<file path="config.mk">
export PLATFORM = sky130hd
export DESIGN_NAME = erased_sector_tally
export DESIGN_NICKNAME = d
export VERILOG_FILES = /design/src/rtl/erz_pkg.sv /design/src/rtl/erz_zero_count.sv /design/src/rtl/erz_sat_tally.sv /design/src/rtl/erased_sector_tally.sv
export SDC_FILE = /design/constraint.sdc
export NUM_CORES = 1
export LEC_CHECK = 0
export BUFFER_PORTS_ARGS = -buffer_cell sky130_fd_sc_hd__buf_4
export CORE_ASPECT_RATIO = 1.25
export CORE_MARGIN = 2
export CORE_UTILIZATION = 23
export CTS_CLUSTER_DIAMETER = 60
export DETAILED_ROUTE_END_ITERATION = 6
export PLACE_DENSITY_LB_ADDON = 0.3
export SYNTH_ARGS = -nofsm -noshare
export SYNTH_HDL_FRONTEND = slang
export SYNTH_SLANG_ARGS = --single-unit
</file>
<file path="constraint.sdc">
create_clock -name clk -period 9.7 [get_ports clk]
set_input_delay 0.97 -clock clk [delete_from_list [all_inputs] [get_ports clk]]
set_output_delay 0.97 -clock clk [all_outputs]
set_load 0.005 [all_outputs]
</file>
<file path="src/rtl/erz_pkg.sv">
package erz_pkg;

  typedef enum logic {
    REGION_DATA = 1'b0,
    REGION_CODE = 1'b1
  } region_e;

  typedef struct packed {
    logic blank;
    logic bad;
    logic fill;
  } verdict_t;

endpackage

</file>
<file path="src/rtl/erz_zero_count.sv">
module erz_zero_count #(
  parameter int BYTE_W = 8,
  localparam int ZW = $clog2(BYTE_W + 1)
) (
  input  logic [BYTE_W-1:0] byte_i,
  output logic [ZW-1:0]     zeros_o
);

  logic [BYTE_W-1:0] inv;

  for (genvar g = 0; g < BYTE_W; g++) begin : g_inv
    assign inv[g] = ~byte_i[g];
  end

  always_comb begin
    zeros_o = '0;
    for (int i = 0; i < BYTE_W; i++) begin
      zeros_o = zeros_o + ZW'(inv[i]);
    end
  end

endmodule

</file>
<file path="src/rtl/erz_sat_tally.sv">
module erz_sat_tally #(
  parameter int LIMIT = 8,
  parameter int ZW    = 4,
  localparam int CW   = $clog2(LIMIT + 2),
  localparam int AW   = ((CW > ZW) ? CW : ZW) + 1
) (
  input  logic          clk,
  input  logic          rst,
  input  logic          en,
  input  logic          restart,
  input  logic [ZW-1:0] add_val,
  output logic [CW-1:0] count_o,
  output logic [CW-1:0] next_o
);

  localparam logic [AW-1:0] LIM_A = AW'(LIMIT);
  localparam logic [CW-1:0] TOP_C = CW'(LIMIT + 1);

  logic [CW-1:0] base;
  logic [AW-1:0] sum;

  always_comb begin
    base = restart ? '0 : count_o;
    sum  = AW'(base) + AW'(add_val);
    next_o = (sum > LIM_A) ? TOP_C : sum[CW-1:0];
  end

  always_ff @(posedge clk) begin
    if (rst) begin
      count_o <= '0;
    end else if (en) begin
      count_o <= next_o;
    end
  end

  AST_TALLY_CAP: assert property (@(posedge clk) disable iff (rst)
    count_o <= TOP_C);

  AST_TALLY_MONO: assert property (@(posedge clk) disable iff (rst)
    (!$past(rst) && $past(en) && !$past(restart)) |-> (count_o >= $past(count_o)));

endmodule

</file>
<file path="src/rtl/erased_sector_tally.sv">
module erased_sector_tally #(
  parameter int BYTE_W = 8,
  parameter int LIMIT  = 8,
  localparam int ZW    = $clog2(BYTE_W + 1),
  localparam int CW    = $clog2(LIMIT + 2)
) (
  input  logic              clk,
  input  logic              rst,
  input  logic              in_valid,
  input  logic [BYTE_W-1:0] in_byte,
  input  logic              in_ecc,
  input  logic              in_last,
  output logic [CW-1:0]     data_zeros,
  output logic [CW-1:0]     ecc_zeros,
  output logic              done,
  output logic              erased,
  output logic              uncorrectable,
  output logic              fill_req,
  output logic [CW-1:0]     fixed_bits,
  output logic              order_err
);

  import erz_pkg::*;

  localparam logic [CW:0] LIM_S = (CW + 1)'(LIMIT);

  region_e       region;
  logic [ZW-1:0] byte_zeros;
  logic [ZW-1:0] data_add;
  logic [ZW-1:0] code_add;
  logic [CW-1:0] data_next;
  logic [CW-1:0] code_next;
  logic [CW:0]   total_next;
  logic          first_q;
  logic          seen_code_q;
  verdict_t      verdict_next;
  verdict_t      verdict_q;

  assign region = region_e'(in_ecc);

  erz_zero_count #(.BYTE_W(BYTE_W)) u_zeros (
    .byte_i  (in_byte),
    .zeros_o (byte_zeros)
  );

  assign data_add = (region == REGION_DATA) ? byte_zeros : '0;
  assign code_add = (region == REGION_CODE) ? byte_zeros : '0;

  erz_sat_tally #(.LIMIT(LIMIT), .ZW(ZW)) u_data_tally (
    .clk     (clk),
    .rst     (rst),
    .en      (in_valid),
    .restart (first_q),
    .add_val (data_add),
    .count_o (data_zeros),
    .next_o  (data_next)
  );

  erz_sat_tally #(.LIMIT(LIMIT), .ZW(ZW)) u_code_tally (
    .clk     (clk),
    .rst     (rst),
    .en      (in_valid),
    .restart (first_q),
    .add_val (code_add),
    .count_o (ecc_zeros),
    .next_o  (code_next)
  );

  always_comb begin
    total_next         = {1'b0, data_next} + {1'b0, code_next};
    verdict_next.blank = (total_next <= LIM_S);
    verdict_next.bad   = !verdict_next.blank;
    verdict_next.fill  = verdict_next.blank && (data_next != '0);
  end

  always_ff @(posedge clk) begin
    if (rst) begin
      first_q     <= 1'b1;
      seen_code_q <= 1'b0;
      order_err   <= 1'b0;
      done        <= 1'b0;
      verdict_q   <= '0;
      fixed_bits  <= '0;
    end else begin
      done <= in_valid && in_last;
      if (in_valid) begin
        first_q <= in_last;
        if (first_q) begin
          seen_code_q <= (region == REGION_CODE);
          order_err   <= (region == REGION_CODE);
        end else begin
          seen_code_q <= seen_code_q || (region == REGION_CODE);
          order_err   <= order_err || (seen_code_q && (region == REGION_DATA));
        end
        if (in_last) begin
          verdict_q  <= verdict_next;
          fixed_bits <= verdict_next.blank ? data_next : '0;
        end else if (first_q) begin
          verdict_q  <= '0;
          fixed_bits <= '0;
        end
      end
    end
  end

  assign erased        = verdict_q.blank;
  assign uncorrectable = verdict_q.bad;
  assign fill_req      = verdict_q.fill;

  AST_VERDICT_EXCL: assert property (@(posedge clk) disable iff (rst)
    !(erased && uncorrectable));

  AST_FILL_NEEDS_BLANK: assert property (@(posedge clk) disable iff (rst)
    fill_req |-> (erased && (fixed_bits == data_zeros) && (data_zeros != '0)));

  AST_DONE_CAUSE: assert property (@(posedge clk) disable iff (rst)
    (!$past(rst) && done) |-> $past(in_valid && in_last));

  AST_IDLE_HOLD: assert property (@(posedge clk) disable iff (rst)
    (!$past(rst) && !$past(in_valid)) |->
      ($stable(data_zeros) && $stable(ecc_zeros) && $stable(order_err) && $stable(erased)));

  AST_ORDER_FLAG: assert property (@(posedge clk) disable iff (rst)
    (in_valid && !first_q && seen_code_q && (region == REGION_DATA)) |=> order_err);

endmodule

</file>
==> impl_metrics.toml, run 1 <==
[status]
status = "completed"

[timing]
slew_headroom_pct = 50.8
skew_ns = 0.00222
final.period_utilization_pct = 72.9
setup-violations-final = 0
tightest_slew_ns = 0.734
grt_setup_unrepaired = "no"
max_freq_ghz = 0.142
hold_violations = 0
fin_tns_setup_ns = 0
slew_violations = 0
min_period_ns = 7.07

[placement]
hpwl_um = 2520
gp_congestion = 0.759
io_buffers = 29

[floorplan]
die_y_um = 92.0
die_w_um = 74.4
num_rows = 32
initial_utilization_pct = 23.4
core_area_sq_um = 6090
die-area_sq_um = 6850
io_pins = 30

[grt]
antenna_found_initial = 0
grt-ovfl-total = 0
grt_pass1_vias = 1211
grt_max_degree = 21
grt_usage_pct = 9.94
grt_pass1_wl_um = 5440

[synthesis]
syn_nets = 206
synth_area_sq_um = 1430
synth.mux.area_fraction_pct = 0.702
synth_edf_count = 0
post_synth_xor_area_fraction_pct = 3.07
syn_avg_cell_area_sq_um = 8.33
synth_seq_cells = 19
synth_simple_gate_area_share_pct = 23.3
synth_cells = 171
ys_async_sr_fraction_pct = 0
synthAdderAreaFrac_pct = 23.0
yosysWarnings = 0
yosysUniqueCellTypes = 33
synth_compound_area_share_pct = 16.9
ys.flop_type = "dfxtp_1"
synth_seq_area_share_pct = 26.7
synth_top_family_by_area = "simple AND/OR/NAND/NOR gates"

[power_and_ir_drop]
p_per_area_nw_per_um2 = 146
power_w = 0.000258
vdd_drop_max_mv = 0.0607
p_leak_nw = 0.823

[layout]
areaGrowthSynthToFinish_pct = 24.1
antenna_cells = 0
drive_above_1_share_pct = 19.3
final_util_pct = 29.1
layout.nets = 233

[cts]
holdBufCountCts = 0
clk_pin_slew_worst_paths_ns = 0.07
cts.path.max_buffers = 2
cts.sinks = 19
cts_root_buf = "clkbuf_8"
cts_tree = "built"
clk-insertion-delay-late_ns = 0.25
cts_resized = 0
numCtsBuffers = 3
cts_max_level = 1
post_cts_buffers = 0

[routing]
drtAntennaViolNets = 0
wl_um = 3090
via_count = 1201
wl_per_cell_um = 11.0
drt-pass1-iter-count = 4
drt_iter0_markers = 60
drc = 0
vias_per_cell = 4.26

[worst_setup_path]
critPathLaunchType = "input pin"
reg2reg_from = "first_q"
arrival_ns = 7.26
worstSetupStartpoint = "in_byte[0]"
critical_path_class = "in2reg"
endpoint_kind = "register"
critPathMaxFanout = 7
cp.required_ns = 9.89

[run]
cap_violations = 0

[worst_hold_path]
hp-start = "fixed_bits[2]"
hp-class = "reg2reg"
logic make-up (layout without fill, tap and decap cells):
| family | after synthesis | count (layout) |
|---|---|---|
| AO/OA/AOI/OAI | 31 | 31 |
| XOR/XNOR | 5 | 5 |
| adder cells (fa/ha/maj) | 22 | 22 |
| buffers and inverters | 24 | 50 |
| flip-flops | 19 | 19 |
| multiplexers | 1 | 1 |
| AND/OR/NAND/NOR | 69 | 69 |
power breakdown:
group / switching, W / internal, W / total (W)
sequential: 0.00000529 / 0.0000846 / 0.0000899
combinational: 0.0000620 / 0.0000513 / 0.000113
clock: 0.0000260 / 0.0000285 / 0.0000546
total: 0.0000933 / 0.000164 / 0.000258
through the flow:
stage / setup WS, ns / cells / instance area (sq um) / hold slack, ns
2_1_floorplan: 2.89 / 171 / 1430 / 0.448
4_1_cts: 2.57 / 282 / 1770 / 0.458
3_5_place_dp: 2.33 / 278 / 1720 / 0.448
3_3_place_gp: 2.42 / 278 / 1720 / 0.445
6_report: 2.63 / 282 / 1770 / 0.455
5_1_grt: 2.25 / 282 / 1770 / 0.489
Yosys cell counts (4+ instances only):
master	count	area share, %
ha_1	15	13
nor2b_1	10	4.4
inv_1	17	4.5
nor3_1	5	1.8
a21oi_1	10	3.5
o21ai_0	5	1.8
clkbuf_1	7	1.8
fa_1	7	9.8
nand3_1	4	1.4
nand2_1	15	4.0
nor2_1	24	6.3
dfxtp_1	19	27
area by class of cell:
class	count	area [sq um]
Inverter	17	63.8
Clock inverter	1	5.00
Tap cell	85	106
Multi-Input combinational cell	128	955
Timing Repair Buffer	29	218
Clock buffer	3	41.3
Fill cell	701	4320
Sequential cell	19	380
final timing paths:
check             cells past startpoint             to  slack (ns)
setup / recovery                     22  fixed_bits[1]        2.63
hold / removal                        2  fixed_bits[2]        0.45
setup reg to reg                     15  fixed_bits[1]        5.06
hold reg to reg                       2  fixed_bits[2]        0.45
routing by layer:
layer	vias up	share of wire [%]	global-route usage [%]	wire, um
li1	628	-	-	-
met1	556	46	12.8	1430
met2	15	50	17.0	1560
met3	2	3.0	2.64	94
met4	0	0.29	0.893	9
met5	-	0	0	0
critical path: stages:
cell and delay, ns:
buf_4 0.07, inv_1 0.03, ha_1 0.29, fa_1 0.48
inv_1 0.05, fa_1 0.45, fa_1 0.42, fa_1 0.47
nor2_1 0.16, inv_1 0.08, fa_1 0.45, xnor2_1 0.21
nor3b_1 0.35, o21ai_0 0.12, a2111o_1 0.49, ha_1 0.26
fa_1 0.40, xor2_1 0.18, o311a_4 0.32, a2111oi_4 0.50
or3b_1 0.41, a21oi_2 0.11
registers in the layout, indices dropped and copies added, names as in the netlist:
signal	count
uncorrectable	1
fixed_bits	4
fill_req	1
erased	1
done	1
order_err	1
first_q	1
u_code_tally.count_o	4
u_data_tally.count_o	4
seen_code_q	1
cell usage in the layout, fill, tap and decap left out, drive strengths merged, types with 3 or more instances in the layout:
cell,n
a21oi,11
a22oi,3
buf,29
clkbuf,3
dfxtp,19
fa,7
ha,15
inv,17
nand2,15
nand2b,3
nand3,4
nand3b,3
nor2,24
nor2b,10
nor3,5
o21ai,5
xor2,3
Power figures use the tool's default switching activity.
==> run 2: changes to the inputs <==
clock period = 5.8 ns   (was 9.7 ns; I/O delays follow)
==> run 2 against run 1 <==
Against the previous run:
- the flow now finishes with violations (negative setup slack)
- critical endpoint unchanged
- largest power group unchanged
- global-route usage increased by 0.67 points
- clock skew barely moved
- setup slack worse by 2.7 ns
- cell area is 17% higher
==> impl_metrics.toml, run 2 (synthesis gave the netlist of run 1 again) <==
[status]
status = "finished with violations"
violations = "negative setup slack"

[grt]
grt-ovfl-total = 0
grt_usage_pct = 10.6
grt_max_degree = 21
antenna_found_initial = 0
grt_pass1_vias = 1365
grt_pass1_wl_um = 5820

[routing]
drt_iter0_markers = 28
via_count = 1334
wl_um = 3500
wl_per_cell_um = 11.2
drtAntennaViolNets = 0
drt-pass1-iter-count = 6
drc = 0
vias_per_cell = 4.28

[timing]
max_freq_ghz = 0.171
setup-violations-final = 1
final.period_utilization_pct = 101
tightest_slew_ns = 0.697
grt_setup_unrepaired = "yes"
slew_violations = 0
worst_slack_ns = -0.0372
hold_violations = 0
min_period_ns = 5.84
skew_ns = 0.00260
slew_headroom_pct = 53.0

[cts]
cts_root_buf = "clkbuf_8"
cts_tree = "built"
cts.sinks = 19
clk-insertion-delay-late_ns = 0.26
numCtsBuffers = 3
cts.path.max_buffers = 2
clk_pin_slew_worst_paths_ns = 0.07
cts_max_level = 1

[worst_setup_path]
critPathMaxFanout = 3
reg2reg_to = "fixed_bits[1]"
critical_path_class = "in2reg"
cp.required_ns = 6.00
r2r_slack_ns = 1.68
reg2reg_from = "first_q"
critPathLaunchType = "input pin"
endpoint_kind = "register"
rr_worst_depth = 16
arrival_ns = 6.03

[floorplan]
initial_utilization_pct = 23.4
die-area_sq_um = 6850
num_rows = 32
io_pins = 30
core_area_sq_um = 6090
die_y_um = 92.0
die_w_um = 74.4

[power_and_ir_drop]
clkPwrFrac_pct = 17.3
power_w = 0.000541
p_int_w = 0.000357
p_comb_share_pct = 54.9
switching_share_pct = 34.0
pwr-share-seq_pct = 27.8
p_per_area_nw_per_um2 = 261
netSwitchingPower_w = 0.000184
p_leak_nw = 0.985
vdd_drop_max_mv = 0.0792

[layout]
antenna_cells = 0
final_cell_mix = "buf_4 (57), nor2_1 (23), dfxtp_1 (19)"
areaGrowthSynthToFinish_pct = 45.2
top_regs = "fixed_bits: 4 flops, u_code_tally.count_o: 4 flops, u_data_tally.count_o: 4 flops"
final_common_cell = "buf_4"
drive_above_1_share_pct = 36.6
fin_area_sq_um = 2070
layout.nets = 263

[worst_hold_path]
holdPathStages = 2
hp-start = "fixed_bits[2]"
hp-class = "reg2reg"
holdPathEnd = "fixed_bits[2]"

[placement]
hpwl_um = 2770
io_buffers = 29
dpl_cell_area_sq_um = 1920
gp_congestion = 0.792

[run]
cap_violations = 0
run 2: cell types whose count changed in the layout (fill, tap and decap cells not counted), moves of 2 or more:
cell	delta
o21ai_0	-2
ha_1	-2
fa_2	+3
o21ai_1	+2
nor3_1	-2
fa_1	-3
buf_6	+2
inv_1	-2
nor3_2	+2
buf_4	+28
run 2: critical path, cell delays in order:
cell	delay, ns
buf_6	0.10
inv_4	0.05
ha_4	0.19
fa_1	0.48
inv_1	0.05
fa_1	0.45
fa_2	0.37
fa_1	0.48
nor2_2	0.11
inv_1	0.06
fa_2	0.36
xnor2_2	0.15
nor3b_2	0.25
a211oi_1	0.07
a2111o_1	0.42
ha_2	0.21
fa_2	0.37
xor2_2	0.17
nor3_2	0.17
o21bai_2	0.09
a2111oi_4	0.35
or3b_1	0.39
a21oi_2	0.11
run 2: area by class of cell:
type / count / area [sq um]
clock buffers: 3 / 41.3
flip-flops and latches: 19 / 380
clock inverters: 1 / 5.00
fillers: 675 / 4020
inverters: 17 / 66.3
well taps: 85 / 106
repair buffers: 59 / 450
multi-input cells: 128 / 1020
run 2: worst max-delay path by stage:
stage                          start            end  slack (ns)
after floorplan           in_byte[1]  fixed_bits[1]       -0.25
after global placement    in_byte[1]  fixed_bits[1]       -0.33
after detailed placement  in_byte[1]  fixed_bits[1]       -0.40
after CTS                 in_byte[0]  fixed_bits[1]       -0.03
after global routing      in_byte[0]  fixed_bits[1]       -0.26
final                     in_byte[0]  fixed_bits[1]       -0.04
run 2: repair_timing:
item,4_1_cts,5_1_grt
gates resized for setup,4,4
hold buffers,0,0
pin swaps,3,1
setup buffers,8,2
endpoints found under the setup margin,5,7
run 2: metal layers:
| metal | up-vias | routed length (um) | GRT usage, % | share of wire [%] |
|---|---|---|---|---|
| li1 | 685 | - | - | - |
| met1 | 615 | 1570 | 12.8 | 45 |
| met5 | - | 0 | 0 | 0 |
| met4 | 0 | 73 | 3.87 | 2.1 |
| met3 | 8 | 91 | 0.769 | 2.6 |
| met2 | 26 | 1770 | 19.1 | 51 |
run 2: power groups by stage:
stage | sequential (W) | clock, W | combinational (W)
after floorplan | 0.000151 | 0 | 0.000154
after global placement | 0.000154 | 0 | 0.000249
final | 0.000150 | 0.0000937 | 0.000297
after CTS | 0.000151 | 0.0000978 | 0.000288
after global routing | 0.000152 | 0.000101 | 0.000327
after detailed placement | 0.000154 | 0 | 0.000251
run 2: per-stage QoR:
step,hold slack [ns],std cells,setup slack [ns],utilization [%],TNS (ns)
after floorplan,0.453,171,-0.245,-,-0.245
after global placement,0.449,298,-0.330,31.6,-1.57
after detailed placement,0.454,298,-0.399,31.6,-2.10
after CTS,0.467,310,-0.0270,33.5,-0.0270
after global routing,0.497,312,-0.259,34.0,-1.12
final,0.464,312,-0.0372,34.0,-0.0372
==> run 3: changes to the inputs <==
==> constraint.sdc (replaced) <==
create_clock -name clk -period 5.8 [get_ports clk]
set_input_delay 0.29 -clock clk [delete_from_list [all_inputs] [get_ports clk]]
set_output_delay 0.29 -clock clk [all_outputs]
set_load 0.005 [all_outputs]
==> run 3 against run 2 <==
Against the previous run:
- the flow now finishes without violations
- via count fell by 1.4%
- sequential share of layout area increased by 1.1 points
- flip-flop and latch count did not move
- final cell count down 3.8%
- count of clock-buffer cells in the layout did not move
- cell area is 5.7% lower
- clock skew shrank 0.0018 ns
- hold slack got worse by 0.12 ns
- first-iteration DRC count increased by 11%
- global-route usage up 0.49 points
- sequential power about the same
- largest power group unchanged
- highest routed layer unchanged
==> impl_metrics.toml, run 3 (synthesis gave the netlist of run 1 again) <==
[floorplan]
io_pins = 30
die_w_um = 74.4
initial_utilization_pct = 23.4
die-area_sq_um = 6850
die_y_um = 92.0
num_rows = 32
core_area_sq_um = 6090

[cts]
numCtsBuffers = 3
clk_pin_slew_worst_paths_ns = 0.08
clk-insertion-delay-late_ns = 0.26
cts.path.max_buffers = 2
cts_root_buf = "clkbuf_8"
cts_max_level = 1
cts_tree = "built"
cts.sinks = 19

[worst_hold_path]
holdPathStages = 3
hp-class = "in2reg"
hp-start = "in_last"
holdPathEnd = "first_q"

[routing]
drtAntennaViolNets = 0
met3_length_um = 79
via_count = 1315
drt_iter0_markers = 31
wl_met2_um = 1920
drt-pass1-iter-count = 4
drc = 0
wl_um = 3570
met1_length_um = 1510
vias_per_cell = 4.38
highest_layer = "met4"
wl_per_cell_um = 11.9

[grt]
antenna_found_initial = 0
grt-ovfl-total = 0
grt_pass1_wl_um = 5960
grt_pass1_vias = 1369
grt_usage_pct = 11.1
grt_max_degree = 21

[power_and_ir_drop]
p_per_area_nw_per_um2 = 260
p_leak_nw = 0.923
power_w = 0.000508
vdd_drop_max_mv = 0.0885

[layout]
final_common_cell = "buf_4"
final_cell_mix = "buf_4 (47), nor2_1 (22), dfxtp_1 (19)"
final_util_pct = 32.1
drive_above_1_share_pct = 30.7
areaGrowthSynthToFinish_pct = 36.9
antenna_cells = 0
layout.nets = 251
top_regs = "fixed_bits: 4 flops, u_code_tally.count_o: 4 flops, u_data_tally.count_o: 4 flops"

[timing]
min_period_ns = 5.68
max_freq_ghz = 0.176
hold_violations = 0
slew_headroom_pct = 55.1
final.period_utilization_pct = 98.0
setup-violations-final = 0
tightest_slew_ns = 0.667
slew_violations = 0
skew_ns = 0.000827
grt_setup_unrepaired = "yes"

[placement]
gp_congestion = 0.823
io_buffers = 29
hpwl_um = 2820

[worst_setup_path]
reg2reg_to = "fixed_bits[1]"
r2r_slack_ns = 1.63
arrival_ns = 5.89
endpoint_kind = "register"
cp.required_ns = 6.00
critPathLaunchType = "input pin"
rr_worst_depth = 15
critical_path_class = "in2reg"
reg2reg_from = "first_q"
critPathMaxFanout = 3

[status]
status = "completed"

[run]
cap_violations = 0
[run 3: critical path: stages]
cell,delay [ns]
buf_4,0.07
inv_1,0.03
ha_1,0.29
fa_1,0.48
inv_1,0.05
fa_1,0.45
fa_2,0.37
fa_1,0.48
nor2_2,0.14
inv_1,0.06
fa_2,0.54
nor3b_4,0.21
a211oi_1,0.08
a2111o_1,0.43
ha_2,0.22
fa_2,0.35
xor2_1,0.18
buf_4,0.15
o311a_4,0.31
a2111oi_4,0.20
or3b_1,0.39
a21oi_2,0.11
[run 3: worst max path at each step]
stage                     from       endpoint  slack [ns]  cells after the start
detailed placement  in_byte[0]  fixed_bits[1]       -0.16                     23
floorplan           in_byte[0]  fixed_bits[1]       -0.03                     22
global placement    in_byte[0]  fixed_bits[1]       -0.07                     22
global route        in_byte[0]  fixed_bits[1]       -0.09                     23
finish              in_byte[0]  fixed_bits[1]        0.12                     22
CTS                 in_byte[0]  fixed_bits[1]         0.1                     23
[run 3: timing repair]
action | CTS | global route
setup buffers | 0 | 4
gates resized for setup | 0 | 6
endpoints found under the hold margin | 0 | 0
hold buffers | 0 | 0
setup endpoints to repair | 0 | 6
[run 3: layout make-up]
cell class,count,area (sq um)
fill,683,4140
inverter,17,63.8
multi-input combinational,128,1000
clock inverter,1,5.00
clock buffer,3,41.3
sequential,19,380
timing repair buffer,47,353
tap,85,106
[run 3: power by group]
group          switching (W)  internal, W  total (W)
clock network      0.0000484    0.0000479  0.0000962
logic               0.000125     0.000137   0.000261
registers         0.00000873     0.000141   0.000150
[run 3: per-layer routing]
metal	global-route usage, %	up-vias
met1	12.4	628
met2	20.5	22
met3	1.10	4
met4	4.76	0
met5	0	-
li1	-	661
[run 3: stage by stage]
stage	instances	hold slack (ns)	worst slack (ns)	setup TNS, ns	cell area, sq um
after floorplan	171	0.448	-0.0327	-0.0327	1450
after global placement	292	0.448	-0.0707	-0.0707	1850
after detailed placement	292	0.448	-0.162	-0.439	1850
after CTS	296	0.343	0.0963	0	1900
after global routing	300	0.353	-0.0894	-0.198	1950
final	300	0.348	0.115	0	1950
